$ cat src/rtl/conv_clk_pkg.sv
package conv_clk_pkg;
  parameter int unsigned DIV_W  = 6;
  parameter int unsigned DLY_W  = 8;
  parameter int unsigned N_CONV = 2;
  typedef logic [DIV_W-1:0] div_t;
  typedef logic [DLY_W-1:0] dly_t;
endpackage

$ cat src/rtl/clk_src_sel.sv
module clk_src_sel (
  input  logic clk_i,
  input  logic rst_ni,
  input  logic low_power_i,
  input  logic lp_tick_i,
  output logic src_tick_o,
  output logic src_chg_o
);
  logic sel_q;

  always_ff @(posedge clk_i or negedge rst_ni) begin
    if (!rst_ni) sel_q <= 1'b0;
    else         sel_q <= low_power_i;
  end

  // enable-level mux: bus clock ticks every cycle, low-power source on its pulse
  assign src_tick_o = low_power_i ? lp_tick_i : 1'b1;
  assign src_chg_o  = (low_power_i != sel_q);
endmodule

$ cat src/rtl/conv_div.sv
module conv_div
  import conv_clk_pkg::*;
(
  input  logic clk_i,
  input  logic rst_ni,
  input  logic run_i,
  input  logic tick_i,
  input  logic restart_i,
  input  div_t div_i,
  output logic hit_o,
  output logic cen_o
);
  div_t cnt_q, div_q;
  logic cen_q, chg;

  assign chg   = (div_i != div_q) || restart_i;
  assign hit_o = run_i && tick_i && !chg && (cnt_q == div_i);

  always_ff @(posedge clk_i or negedge rst_ni) begin
    if (!rst_ni) begin
      cnt_q <= '0;
      div_q <= '0;
      cen_q <= 1'b0;
    end else begin
      div_q <= div_i;
      cen_q <= hit_o;
      if (!run_i || chg)  cnt_q <= '0;
      else if (tick_i)    cnt_q <= (cnt_q == div_i) ? '0 : cnt_q + 1'b1;
    end
  end

  assign cen_o = cen_q;
endmodule

$ cat src/rtl/pwrup_timer.sv
module pwrup_timer
  import conv_clk_pkg::*;
(
  input  logic clk_i,
  input  logic rst_ni,
  input  logic req_i,
  input  dly_t dly_i,
  input  logic dec_i,
  output logic busy_o,
  output logic ready_o
);
  dly_t cnt_q;
  logic req_q, rdy_q, rise;

  assign rise = req_i && !req_q;

  always_ff @(posedge clk_i or negedge rst_ni) begin
    if (!rst_ni) begin
      cnt_q <= '0;
      req_q <= 1'b0;
      rdy_q <= 1'b0;
    end else begin
      req_q <= req_i;
      if (rise) begin
        cnt_q <= dly_i;
        rdy_q <= (dly_i == '0);
      end else if (cnt_q != '0 && dec_i) begin
        cnt_q <= cnt_q - 1'b1;
        if (cnt_q == dly_t'(1)) rdy_q <= 1'b1;
      end
    end
  end

  assign busy_o  = (cnt_q != '0);
  assign ready_o = rdy_q;
endmodule

$ cat src/rtl/run_policy.sv
module run_policy (
  input  logic clk_i,
  input  logic rst_ni,
  input  logic mod_en_i,
  input  logic loop_mode_i,
  input  logic low_power_i,
  input  logic start_i,
  input  logic done_i,
  input  logic pw_busy_i,
  output logic run_o
);
  logic seq_q;

  always_ff @(posedge clk_i or negedge rst_ni) begin
    if (!rst_ni)       seq_q <= 1'b0;
    else if (!mod_en_i) seq_q <= 1'b0;
    else if (start_i)   seq_q <= 1'b1;
    else if (done_i)    seq_q <= 1'b0;
  end

  assign run_o = mod_en_i && (loop_mode_i || !low_power_i || pw_busy_i || seq_q);
endmodule

$ cat src/rtl/conv_clk_ctrl.sv
module conv_clk_ctrl
  import conv_clk_pkg::*;
(
  input  logic             clk_i,
  input  logic             rst_ni,
  input  logic             mod_en_i,
  input  logic             low_power_i,
  input  logic             lp_tick_i,
  input  logic [DIV_W-1:0] div0_i,
  input  logic [DIV_W-1:0] div1_i,
  input  logic             loop_mode_i,
  input  logic             conv_start_i,
  input  logic             seq_done_i,
  input  logic             pwrup_req_i,
  input  logic [DLY_W-1:0] pwrup_dly_i,
  output logic             cen0_o,
  output logic             cen1_o,
  output logic             clk_active_o,
  output logic             pwrup_ready_o
);
  logic src_tick, src_chg, run, pw_busy;
  div_t             div_a [N_CONV];
  logic [N_CONV-1:0] hit, cen;

  assign div_a[0] = div0_i;
  assign div_a[1] = div1_i;

  clk_src_sel u_src (
    .clk_i       (clk_i),
    .rst_ni      (rst_ni),
    .low_power_i (low_power_i),
    .lp_tick_i   (lp_tick_i),
    .src_tick_o  (src_tick),
    .src_chg_o   (src_chg)
  );

  run_policy u_pol (
    .clk_i       (clk_i),
    .rst_ni      (rst_ni),
    .mod_en_i    (mod_en_i),
    .loop_mode_i (loop_mode_i),
    .low_power_i (low_power_i),
    .start_i     (conv_start_i),
    .done_i      (seq_done_i),
    .pw_busy_i   (pw_busy),
    .run_o       (run)
  );

  for (genvar g = 0; g < N_CONV; g++) begin : g_div
    conv_div u_div (
      .clk_i     (clk_i),
      .rst_ni    (rst_ni),
      .run_i     (run),
      .tick_i    (src_tick),
      .restart_i (src_chg),
      .div_i     (div_a[g]),
      .hit_o     (hit[g]),
      .cen_o     (cen[g])
    );
  end

  // power-up window counts converter-0 strobes
  pwrup_timer u_pwr (
    .clk_i   (clk_i),
    .rst_ni  (rst_ni),
    .req_i   (pwrup_req_i),
    .dly_i   (pwrup_dly_i),
    .dec_i   (hit[0]),
    .busy_o  (pw_busy),
    .ready_o (pwrup_ready_o)
  );

  assign cen0_o       = cen[0];
  assign cen1_o       = cen[1];
  assign clk_active_o = |cen;
endmodule

$ cat config.mk
export PLATFORM = sky130hd
export DESIGN_NAME = conv_clk_ctrl
export DESIGN_NICKNAME = d
export VERILOG_FILES = /design/src/rtl/conv_clk_pkg.sv /design/src/rtl/clk_src_sel.sv /design/src/rtl/conv_div.sv /design/src/rtl/pwrup_timer.sv /design/src/rtl/run_policy.sv /design/src/rtl/conv_clk_ctrl.sv
export SDC_FILE = /design/constraint.sdc
export NUM_CORES = 1
export LEC_CHECK = 0
export ABC_AREA = 0
export BUFFER_PORTS_ARGS = -buffer_cell sky130_fd_sc_hd__buf_2
export CORE_MARGIN = 3
export CORE_UTILIZATION = 55
export DETAILED_ROUTE_END_ITERATION = 10
export MAX_ROUTING_LAYER = met4
export PLACE_DENSITY = 0.78
export SLEW_MARGIN = 10
export SYNTH_ARGS = -nofsm -noshare
export SYNTH_HDL_FRONTEND = slang
export SYNTH_SLANG_ARGS = --single-unit
$ cat constraint.sdc
create_clock -name clk_i -period 2.5 [get_ports clk_i]
set_clock_uncertainty 0.05 [all_clocks]
set_input_delay 0.125 -clock clk_i [delete_from_list [all_inputs] [get_ports clk_i]]
set_output_delay 0.125 -clock clk_i [all_outputs]
set_load 0.01 [all_outputs]
== Word level (Yosys, flattened, before mapping) ==
Cells that the tools add are included.
Storage, ports and cells
  flip-flop bits (word level): 38
Operators by class
  $add $sub $neg: 3
  equality and inequality tests: 7
  mux-type cells: 15
  reductions and logical operators: 28
Operators with widths (count)
  2-to-1 mux 6 bit: 6
  2-to-1 mux 8 bit: 2
  adder 6 x 1 -> 6 bit, second input constant: 2
  equality test 6 bit: 2
  != test 6 bit: 2
  equality test 8 x 1 -> 1 bit, second input constant: 1
  logical AND 1 bit: 8
  logical NOT 8 bit: 1
  nonzero test 2 bit: 4
  nonzero test 8 bit: 1
  subtractor 8 x 1 -> 8 bit, second input constant: 1
  logical OR 1 bit: 7
  2-to-1 mux 1 bit: 7
  logical NOT 1 bit: 5
  != test 3 x 1 -> 1 bit, second input constant: 1
  AND reduction 2 bit: 1
  OR reduction 2 bit: 1
  != test 1 bit: 1

== Longest topological paths before layout ==
Gate-level depths: netlist (run 1).
  depth after elaboration: 11
  depth in mapped cells: 8
  gate-level depth less buffers: 8

== Cells and area by module ==
From an unflattened synthesis (run 1), not the netlist that was laid out.
Unflattened totals
  cell total of the unflattened synthesis: 184
  area, all modules: 1974.4 um2
Modules (own cells, without submodules)
  conv_div: times used 2, cells each 54, area an instance 621.8 um2
  pwrup_timer: times used 1, cells each 67, area an instance 630.6 um2
  run_policy: times used 1, cells each 5, area an instance 53.8 um2
  clk_src_sel: times used 1, cells each 3, area an instance 40.0 um2
  conv_clk_ctrl: times used 1, cells each 1, area an instance 6.3 um2

== Worst setup path after synthesis (run 1) ==
No wires, ideal clock.
  path kind: register to register
  start: register u_pwr.cnt_q[0]
  end: register g_div[0].u_div.cnt_q[2]
  data arrival time: 2100 ps
  data required time: 2346 ps
  setup slack: 246 ps
  cell stages (with the launch flop): 8
  buffers on the path: 0
  period minus slack after synthesis: 2254 ps
  path through: dfrtp_1 inv_1 ha_1 or3b_2 o41ai_4 nor4_2 or4b_1 o311ai_1
Between the ends
  word-level cells in the longest chain between the ends: 7
  elaborated cells on any way between the ends: 8
Ends and longest elaborated chain
  from (decl): RTL line pwrup_timer.sv:12  | dly_t cnt_q;
  from (signal assigned): RTL line pwrup_timer.sv:25  | cnt_q <= dly_i;
  from (signal assigned): RTL line pwrup_timer.sv:28  | cnt_q <= cnt_q - 1'b1;
  nonzero test 8 bit *: RTL line pwrup_timer.sv:34  | assign busy_o = (cnt_q != '0);
  logical OR 1 bit * (2 in a row): RTL line run_policy.sv:21  | assign run_o = mod_en_i && (loop_mode_i || !low_power_i || pw_busy_i || seq_q);
  logical AND 1 bit *: RTL line run_policy.sv:21
  logical NOT 1 bit *: RTL line conv_div.sv:27  | if (!run_i || chg) cnt_q <= '0;
  logical OR 1 bit *: RTL line conv_div.sv:27
  2-to-1 mux 6 bit / nonzero test 2 bit (equally long branches)
  to (signal assigned): RTL line conv_div.sv:28  | else if (tick_i) cnt_q <= (cnt_q == div_i) ? '0 : cnt_q + 1'b1;
  to (decl): RTL line conv_div.sv:13  | div_t cnt_q, div_q;
Mark *: on every way between the ends. The rest lies on a longest branch, timed or not.
A chain may end at the register's enable or synchronous reset.

== Worst setup path in the final report (run 1) ==
Same ends and word-level chain as after synthesis.

==> results.sh, run 1 <==
export IMPL_status="finished clean"
export IMPL_drive_above_1_share_pct=23.8
export IMPL_tritoncts="yes"
export IMPL_cp_slowest_stage_delay_ns=0.52
export IMPL_post_drt_wl_per_cell_microns=13.6
export IMPL_initial_core_util_pct=58.8
export IMPL_clk_latency_ns=0.29
export IMPL_ant_nets=0
export IMPL_drt_iter0_drc=51
export IMPL_fin_crit_sh_pct=94.3
export IMPL_grt_max_degree=39
export IMPL_die_h_microns=66.7
export IMPL_clock_path_buffers=2
export IMPL_postCtsSetupRepairBufs=0
export IMPL_io_buffers=32
export IMPL_final_nets=285
export IMPL_multi_input_area_sq_um=1060
export IMPL_fp_dieArea_sq_um=4440
export IMPL_path_class="reg -> reg"
export IMPL_critPathLaunchType="register"
export IMPL_io_pins=33
export IMPL_synth_nets=231
export IMPL_clock_sinks=38
export IMPL_p_leak_uw=0.00107
export IMPL_n_fill_cell=259
export IMPL_power_density_nw_per_um2=511
export IMPL_synth_top_cell_by_area="dfrtp_1"
export IMPL_cts_root_buf="clkbuf_8"
export IMPL_synth_common_cells="dfrtp_1 (38), xnor2_1 (26), nand2_1 (24), o21ai_0 (11), nor2_1 (9)"
export IMPL_synth_cell_types=42
export IMPL_antenna_found_initial=0
export IMPL_hold_path_class="in -> reg"
export IMPL_synth_edf_count=0
export IMPL_place_congestion=0.854
export IMPL_end_kind="register"
export IMPL_setup_tns_final_ns=0
export IMPL_grt_use_total_pct=21.2
export IMPL_clk_pin_slew_ns=0.07
export IMPL_fp_row_count=21
export IMPL_yosys_top_cells_area="dfrtp_1 (47%), xnor2_1 (11%), nand2_1 (4.5%)"
export IMPL_crit_arrival_ns=2.50
export IMPL_crit_chain="inv_2 -> ha_1 -> or3b_4 -> o41ai_4 -> nor4_2 -> or4b_1 -> o311ai_1"
export IMPL_worst_slew_pin_slew_ns=0.826
export IMPL_seq_area_sq_um=952
export IMPL_dpl_hpwl_microns=2970
export IMPL_cts_htree_levels=2
export IMPL_finalSetupViolations=0
export IMPL_grt_pass1_wl_microns=7000
export IMPL_report_final_slew_viol_count=0
export IMPL_async_flop_share_pct=100
export IMPL_grt_remaining_overflow=0
export IMPL_crit_required_ns=2.64
export IMPL_cp_max_fo=7
export IMPL_cp_slowest_cell="or4b_1"
export IMPL_drtPass1Iterations=4
export IMPL_vias_per_cell=5.42
export IMPL_relSlewSlack_pct=45.0
export IMPL_antenna_cells=0
export IMPL_drt_total_wl_microns=4040
export IMPL_cap_violations=0
export IMPL_area_delta_synth_final_pct=24.4
export IMPL_syn_area_sq_um=2020
export IMPL_finalHoldViolCount=0
export IMPL_synthMostInstantiatedCell="dfrtp_1"
export IMPL_cts_buffers=5
export IMPL_rsz0062_at_grt="false"
export IMPL_ys_seq_elements=38
export IMPL_grt_pass1_vias=1603
export IMPL_peakVddDrop_mv=0.403
export IMPL_fp_coreArea_sq_um=3440
export IMPL_syn_inst=197
export IMPL_vias=1615
export IMPL_synth_ff_type="dfrtp_1"
export IMPL_synth_top_area_share_pct=47.0
export IMPL_fin_crit_ns=2.36
export IMPL_post_route_drc_count=0
export IMPL_placed_area_sq_um=2260
export IMPL_fmax_mhz=424
export IMPL_ys_warn_count=0
export IMPL_avgSynthCellArea_sq_um=10.3
export IMPL_synth_seq_area_share_pct=47.0
export IMPL_dieWidth_microns=66.7
export IMPL_final_cell_area_sq_um=2520
export IMPL_hold_ws_ns=0.00500
layout make-up:
type	instances	share of cell area [%]
Sequential cell	38	37.8
Clock buffer	7	3.43
Clock inverter	1	0.199
Multi-Input combinational cell	151	42.1
Timing Repair Buffer	51	13.5
Tap cell	46	2.29
Inverter	4	0.597
worst max-delay path, delay by kind of cell, from the launching register on:
kind,cells,cell delay (ns)
DFF,1,0.44
adders and majority gates,1,0.13
buffers and inverters,1,0.08
and+or+nand+nor,3,1.08
AOI/OAI and AO/OA,2,0.50
routing by layer:
layer / part of all wire [%] / track usage [%]
met1: 48 / 26.2
met2: 47 / 34.5
met3: 2.9 / 5.06
met4: 1.6 / 6.35
met5: 0 / -
cell families (layout without fill, tap and decap cells):
logic type | Yosys count | after routing | share of synthesized area (%)
DFF | 38 | 38 | 47.0
adders and majority gates | 5 | 5 | 3.09
muxes | 3 | 3 | 1.55
buffers and inverters | 8 | 63 | 1.48
xor gates and xnor gates | 34 | 34 | 14.7
and+or+nand+nor | 82 | 82 | 22.6
AOI/OAI and AO/OA | 27 | 27 | 9.59
power breakdown:
| group | internal (uW) | switching (uW) | leakage [uW] |
|---|---|---|---|
| Clock | 222 | 205 | 0.0000482 |
| Sequential | 646 | 24.7 | 0.000481 |
| Combinational | 94.2 | 93.8 | 0.000537 |
| Total | 963 | 324 | 0.00107 |
repair_timing:
action,CTS,global route
gates resized for setup,0,8
endpoints found under the setup margin,0,7
hold buffers,15,0
hold endpoints to repair,52,0
flip-flops by register name, indices dropped and copies added, names as in the netlist:
name               flops
u_pwr.req_q            1
u_pol.seq_q            1
g_div.u_div.cen_o      2
g_div.u_div.cnt_q     12
u_pwr.ready_o          1
g_div.u_div.div_q     12
u_pwr.cnt_q            8
u_src.sel_q            1
cell usage in the layout, fill, tap and decap left out, types with 2 or more instances in the layout:
master         Yosys  routed
buf_2              0      32
clkbuf_8           0       6
nor2b_1            4       4
a21o_1             2       2
nor3b_1            2       2
xnor2_1           26      26
nand3_1            6       6
nor3_1             6       6
nor4_1             8       7
nand2_1           24      24
or2_2              4       4
buf_4              0       4
a21oi_1            4       4
nor4_2             1       2
or4_1              3       3
inv_2              0       2
ha_1               5       5
nand4_1            3       3
nor2_1             9       9
nand2b_1           2       2
o21ai_0           11      11
dlygate4sd3_1      0      15
dfrtp_1           38      37
xor2_1             8       8
or3_1              2       2
inv_1              4       2
worst paths after layout:
check                      cells past startpoint                 endpoint               startpoint  slack [ns]
max                                            7  g_div[0].u_div.cnt_q[2]           u_pwr.cnt_q[0]        0.14
min                                            2              u_pol.seq_q             conv_start_i       0.005
max reg2reg                                    7  g_div[0].u_div.cnt_q[2]           u_pwr.cnt_q[0]        0.14
min reg2reg                                    1  g_div[0].u_div.cnt_q[5]  g_div[0].u_div.cnt_q[5]        0.51
max in group asynchronous                      2           u_pwr.cnt_q[0]                   rst_ni        1.40
min in group asynchronous                      2  g_div[0].u_div.cnt_q[2]                   rst_ni        0.42
metrics by stage:
stage	total power, uW	utilization, %	worst slack (ns)	std cells
2_1_floorplan	775	-	0.246	197
3_5_place_dp	848	65.5	0.0664	275
3_3_place_gp	844	65.5	0.156	275
4_1_cts	1290	72.6	0.0520	298
6_report	1290	73.1	0.143	298
5_1_grt	1340	73.1	0.0322	298
(Power assumes the default switching activity.)
==> run 2, diff against run 1 <==
--- a/config.mk
+++ b/config.mk
@@ -9,6 +9,7 @@
 export BUFFER_PORTS_ARGS = -buffer_cell sky130_fd_sc_hd__buf_2
 export CORE_MARGIN = 3
 export CORE_UTILIZATION = 55
+export CTS_BUF_LIST = sky130_fd_sc_hd__clkbuf_2 sky130_fd_sc_hd__clkbuf_4 sky130_fd_sc_hd__clkbuf_8
 export DETAILED_ROUTE_END_ITERATION = 10
 export MAX_ROUTING_LAYER = met4
 export PLACE_DENSITY = 0.78
==> run 2 against run 1 <==
Non-clock buffer count did not move; wire length rose by 0.20%; sequential share of layout area fell by 0.056 points; cell area up 0.15%; register-to-register slack about the same; worst hold slack worse by 0.00061 ns; sequential cell count is the same; die area stayed put; fmax is essentially flat.
==> results.sh, run 2 (synthesized netlist as in run 1, its figures left out) <==
export IMPL_power_density_nw_per_um2=514
export IMPL_worst_slew_pin_slew_ns=0.824
export IMPL_antenna_cells=0
export IMPL_critPathLaunchType="register"
export IMPL_p_leak_uw=0.00107
export IMPL_initial_core_util_pct=58.8
export IMPL_grt_remaining_overflow=0
export IMPL_grt_pass1_wl_microns=7020
export IMPL_grt_pass1_vias=1603
export IMPL_totalPowerFinal_uw=1300
export IMPL_clock_path_buffers=2
export IMPL_top_regs="g_div.u_div.cnt_q: 12 flops, g_div.u_div.div_q: 12 flops, u_pwr.cnt_q: 8 flops"
export IMPL_cts_buffers=5
export IMPL_vias_per_cell=5.44
export IMPL_worstHoldStart="conv_start_i"
export IMPL_regToRegStartpoint="u_pwr.cnt_q[0]"
export IMPL_die_h_microns=66.7
export IMPL_vias=1620
export IMPL_fp_dieArea_sq_um=4440
export IMPL_io_buffers=32
export IMPL_setup_ws_ns=0.143
export IMPL_area_delta_synth_final_pct=24.6
export IMPL_fin_util_pct=73.2
export IMPL_tritoncts="yes"
export IMPL_final_cell_area_sq_um=2520
export IMPL_crit_arrival_ns=2.50
export IMPL_finalHoldViolCount=0
export IMPL_cp_slowest_cell="or4b_1"
export IMPL_crit_start="u_pwr.cnt_q[0]"
export IMPL_relSlewSlack_pct=45.1
export IMPL_fp_coreArea_sq_um=3440
export IMPL_grt_use_total_pct=21.2
export IMPL_fp_row_count=21
export IMPL_crit_required_ns=2.64
export IMPL_report_final_slew_viol_count=0
export IMPL_cts_root_buf="clkbuf_8"
export IMPL_clk_latency_ns=0.29
export IMPL_drt_total_wl_microns=4050
export IMPL_post_route_drc_count=0
export IMPL_cp_max_fo=7
export IMPL_peakVddDrop_mv=0.402
export IMPL_status="finished clean"
export IMPL_drive_above_1_share_pct=24.2
export IMPL_hold_path_class="in -> reg"
export IMPL_cp_slowest_stage_delay_ns=0.52
export IMPL_cap_violations=0
export IMPL_clk_pin_slew_ns=0.07
export IMPL_setup_tns_final_ns=0
export IMPL_cp_endpoint="g_div[0].u_div.cnt_q[2]"
export IMPL_crit_chain="inv_2 -> ha_1 -> or3b_4 -> o41ai_4 -> nor4_2 -> or4b_1 -> o311ai_1"
export IMPL_grt_max_degree=39
export IMPL_r2r_slack_ns=0.14
export IMPL_end_kind="register"
export IMPL_regToRegEndpoint="g_div[0].u_div.cnt_q[2]"
export IMPL_final_nets=285
export IMPL_finalSetupViolations=0
export IMPL_place_congestion=0.854
export IMPL_antenna_found_initial=0
export IMPL_drt_iter0_drc=60
export IMPL_fin_crit_sh_pct=94.3
export IMPL_path_class="reg -> reg"
export IMPL_place_ws_ns=0.0664
export IMPL_dpl_hpwl_microns=2970
export IMPL_ant_nets=0
export IMPL_layout_commonest_cell="dfrtp_1"
export IMPL_post_drt_wl_per_cell_microns=13.6
export IMPL_cts_htree_levels=2
export IMPL_io_pins=33
export IMPL_drtPass1Iterations=4
export IMPL_placed_area_sq_um=2260
export IMPL_reg2regPathDepth=7
export IMPL_fin_crit_ns=2.36
export IMPL_hold_path_cell_count=2
export IMPL_layout_common_cells="dfrtp_1 (37), buf_2 (32), xnor2_1 (26), nand2_1 (24), dlygate4sd3_1 (15)"
export IMPL_dieWidth_microns=66.7
export IMPL_postCtsSetupRepairBufs=0
export IMPL_clock_sinks=38
export IMPL_rsz0062_at_grt="false"
export IMPL_fmax_mhz=424
-- run 2: how the worst min path moves through the flow --
stage,endpoint,slack (ns)
5_1_grt,u_pol.seq_q,0.02
3_5_place_dp,u_pwr.req_q,0.19
6_report,u_pol.seq_q,0.004
4_1_cts,u_pol.seq_q,0.002
3_3_place_gp,u_pwr.req_q,0.19
2_1_floorplan,g_div[0].u_div.cen_o,-0.22
-- run 2: critical path: cells and delay by family, from the launching register on --
kind | cells | cell delay (ns)
AOI/OAI and AO/OA | 2 | 0.50
adders and majority gates | 1 | 0.13
buffers and inverters | 1 | 0.08
DFF | 1 | 0.44
and+or+nand+nor | 3 | 1.08
-- run 2: layout make-up --
cell class | count | area [sq um]
Sequential cell | 38 | 952
Inverter | 4 | 15.0
Clock inverter | 1 | 5.00
Tap cell | 46 | 57.6
Multi-Input combinational cell | 151 | 1060
Timing Repair Buffer | 51 | 340
Clock buffer | 7 | 90.1
Fill cell | 256 | 922
-- run 2: timing repair --
action | CTS | global route
endpoints found under the setup margin | 0 | 7
endpoints found under the hold margin | 52 | 0
gates resized for setup | 0 | 8
hold buffers | 15 | 0
-- run 2: metal layers --
| metal | GRT usage (%) | part of all wire, % | up-vias |
|---|---|---|---|
| met5 | - | 0 | - |
| met4 | 6.35 | 1.6 | 0 |
| met3 | 5.06 | 2.9 | 7 |
| met2 | 34.4 | 48 | 25 |
| met1 | 26.4 | 48 | 780 |
| li1 | - | - | 808 |
-- run 2: where the power goes --
group          internal [uW]  total [uW]  leakage (uW)  switching [uW]
registers                646         671      0.000481            24.7
logic                   94.2         188      0.000537            93.8
clock network            233         436     0.0000517             203
total                    973        1300       0.00107             322
-- run 2: stage by stage --
stage,instances,hold WS [ns]
6_report,298,0.00438
5_1_grt,298,0.0151
3_3_place_gp,275,0.194
4_1_cts,298,0.00187
2_1_floorplan,197,-0.221
3_5_place_dp,275,0.194
==> run 3, diff against run 2 <==
--- a/config.mk
+++ b/config.mk
@@ -12,7 +12,7 @@
 export CTS_BUF_LIST = sky130_fd_sc_hd__clkbuf_2 sky130_fd_sc_hd__clkbuf_4 sky130_fd_sc_hd__clkbuf_8
 export DETAILED_ROUTE_END_ITERATION = 10
 export MAX_ROUTING_LAYER = met4
-export PLACE_DENSITY = 0.78
+export PLACE_DENSITY = 0.88
 export SLEW_MARGIN = 10
 export SYNTH_ARGS = -nofsm -noshare
 export SYNTH_HDL_FRONTEND = slang
==> run 3 against run 2 <==
Sequential power barely moved; setup slack got worse by 0.073 ns; power rose by 1.5%; register-to-register slack got worse by 0.07 ns; utilization rose by 0.44 points; via count fell by 0.37%; non-clock buffer count rose by 2; critical path depth did not move; critical endpoint unchanged.
==> results.sh, run 3 (synthesized netlist as in run 1, its figures left out) <==
export IMPL_top_layer="met4"
export IMPL_wl_met2_microns=2260
export IMPL_crit_required_ns=2.65
export IMPL_setup_tns_final_ns=0
export IMPL_instances_no_fill=300
export IMPL_vias=1614
export IMPL_vias_per_cell=5.38
export IMPL_antenna_found_initial=0
export IMPL_cts_buffers=5
export IMPL_dpl_cell_count=274
export IMPL_drtPass1Iterations=4
export IMPL_crit_arrival_ns=2.58
export IMPL_grt_use_total_pct=22.3
export IMPL_cap_violations=0
export IMPL_fmax_mhz=412
export IMPL_worstHoldStart="pwrup_dly_i[5]"
export IMPL_status="finished clean"
export IMPL_antenna_cells=0
export IMPL_drt_total_wl_microns=4410
export IMPL_hold_end="u_pwr.cnt_q[5]"
export IMPL_wl_met1_microns=1900
export IMPL_top_regs="g_div.u_div.cnt_q: 12 flops, g_div.u_div.div_q: 12 flops, u_pwr.cnt_q: 8 flops"
export IMPL_clock_sinks=38
export IMPL_path_class="reg -> reg"
export IMPL_hold_ws_ns=0.00300
export IMPL_grt_remaining_overflow=0
export IMPL_clk_latency_ns=0.30
export IMPL_io_buffers=32
export IMPL_place_congestion=0.853
export IMPL_final_nets=287
export IMPL_cp_max_fo=10
export IMPL_rsz0062_at_grt="true"
export IMPL_hold_path_class="in -> reg"
export IMPL_totalPowerFinal_uw=1310
export IMPL_cts_root_buf="clkbuf_8"
export IMPL_regToRegStartpoint="u_pwr.cnt_q[0]"
export IMPL_report_final_slew_viol_count=0
export IMPL_regToRegEndpoint="g_div[0].u_div.cnt_q[2]"
export IMPL_peakVddDrop_mv=0.383
export IMPL_end_kind="register"
export IMPL_grt_pass1_vias=1593
export IMPL_r2r_slack_ns=0.07
export IMPL_drive_above_1_share_pct=24.0
export IMPL_fp_coreArea_sq_um=3440
export IMPL_fp_dieArea_sq_um=4440
export IMPL_dieWidth_microns=66.7
export IMPL_reg2regPathDepth=7
export IMPL_clock_path_buffers=2
export IMPL_layout_commonest_cell="dfrtp_1"
export IMPL_ant_nets=0
export IMPL_p_leak_uw=0.00108
export IMPL_drt_iter0_drc=112
export IMPL_grt_pass1_wl_microns=7070
export IMPL_dpl_hpwl_microns=3030
export IMPL_fp_row_count=21
export IMPL_critPathLaunchType="register"
export IMPL_die_h_microns=66.7
export IMPL_post_route_drc_count=0
export IMPL_fin_crit_sh_pct=97.2
export IMPL_hold_path_cell_count=3
export IMPL_area_delta_synth_final_pct=25.3
export IMPL_dr_wl_met3_microns=179
export IMPL_relSlewSlack_pct=45.3
export IMPL_layout_common_cells="dfrtp_1 (38), buf_2 (32), xnor2_1 (26), nand2_1 (24), dlygate4sd3_1 (16)"
export IMPL_io_pins=33
export IMPL_tritoncts="yes"
export IMPL_n_fill_cell=248
export IMPL_finalHoldViolCount=0
export IMPL_clk_pin_slew_ns=0.07
export IMPL_cts_htree_levels=2
export IMPL_initial_core_util_pct=58.8
export IMPL_worst_slew_pin_slew_ns=0.821
export IMPL_power_density_nw_per_um2=519
export IMPL_finalSetupViolations=0
export IMPL_fin_crit_ns=2.43
export IMPL_post_drt_wl_per_cell_microns=14.7
export IMPL_grt_max_degree=39
run 3: cell count changes in the layout (fill, tap and decap cells not counted):
cell,previous run,this run
a2111oi_1,1,0
buf_4,4,5
dfrtp_2,1,0
dfrtp_1,37,38
dlygate4sd3_1,15,16
a2111oi_0,0,1
run 3: worst max path at each step:
stage	from	endpoint	slack, ns	cells after the start
after detailed placement	u_pwr.cnt_q[0]	g_div[1].u_div.cnt_q[2]	0.05	8
after global routing	u_pwr.cnt_q[0]	g_div[0].u_div.cnt_q[2]	-0.04	7
final	u_pwr.cnt_q[0]	g_div[0].u_div.cnt_q[2]	0.07	7
after CTS	u_pwr.cnt_q[0]	g_div[1].u_div.cnt_q[2]	0.03	8
after global placement	u_pwr.cnt_q[0]	g_div[0].u_div.cnt_q[2]	0.16	7
after floorplan	u_pwr.cnt_q[0]	g_div[0].u_div.cnt_q[2]	0.25	7
run 3: per-layer routing:
layer  track usage (%)  up-vias
met4              8.88        0
met5                 -        -
met2              36.5       34
met1              25.2      766
li1                  -      806
met3              7.25        8
run 3: final cells by class:
class | instances | area (sq um) | share of cell area [%]
Inverter | 4 | 15.0 | 0.592
Clock inverter | 1 | 5.00 | 0.197
Multi-Input combinational cell | 151 | 1060 | 41.8
Sequential cell | 38 | 951 | 37.5
Tap cell | 46 | 57.6 | 2.27
Clock buffer | 7 | 90.1 | 3.55
Timing Repair Buffer | 53 | 358 | 14.1
run 3: through the flow:
stage	setup WS [ns]	area (sq um)	util, %
after CTS	0.0300	2500	72.7
after detailed placement	0.0458	2250	65.3
final	0.0703	2530	73.6
after global placement	0.158	2250	65.3
after floorplan	0.246	2020	-
after global routing	-0.0410	2530	73.6
run 3: timing repair:
item	CTS	global route
gates resized for setup	0	6
hold buffers	16	0
endpoints found under the setup margin	0	7
hold endpoints to repair	53	0
buffers inserted	0	2
run 3: worst max-delay path: stages, from the launching register on:
cell and delay (ns):
dfrtp_1 0.44, inv_2 0.11, ha_1 0.15, or3b_4 0.41, o41ai_4 0.39, nor4_2 0.19
or4b_1 0.52, o311ai_1 0.08
run 3: power breakdown:
part,switching (uW),internal (uW)
Sequential,26.2,646
Clock,209,233
Combinational,101,99.5
Total,336,978
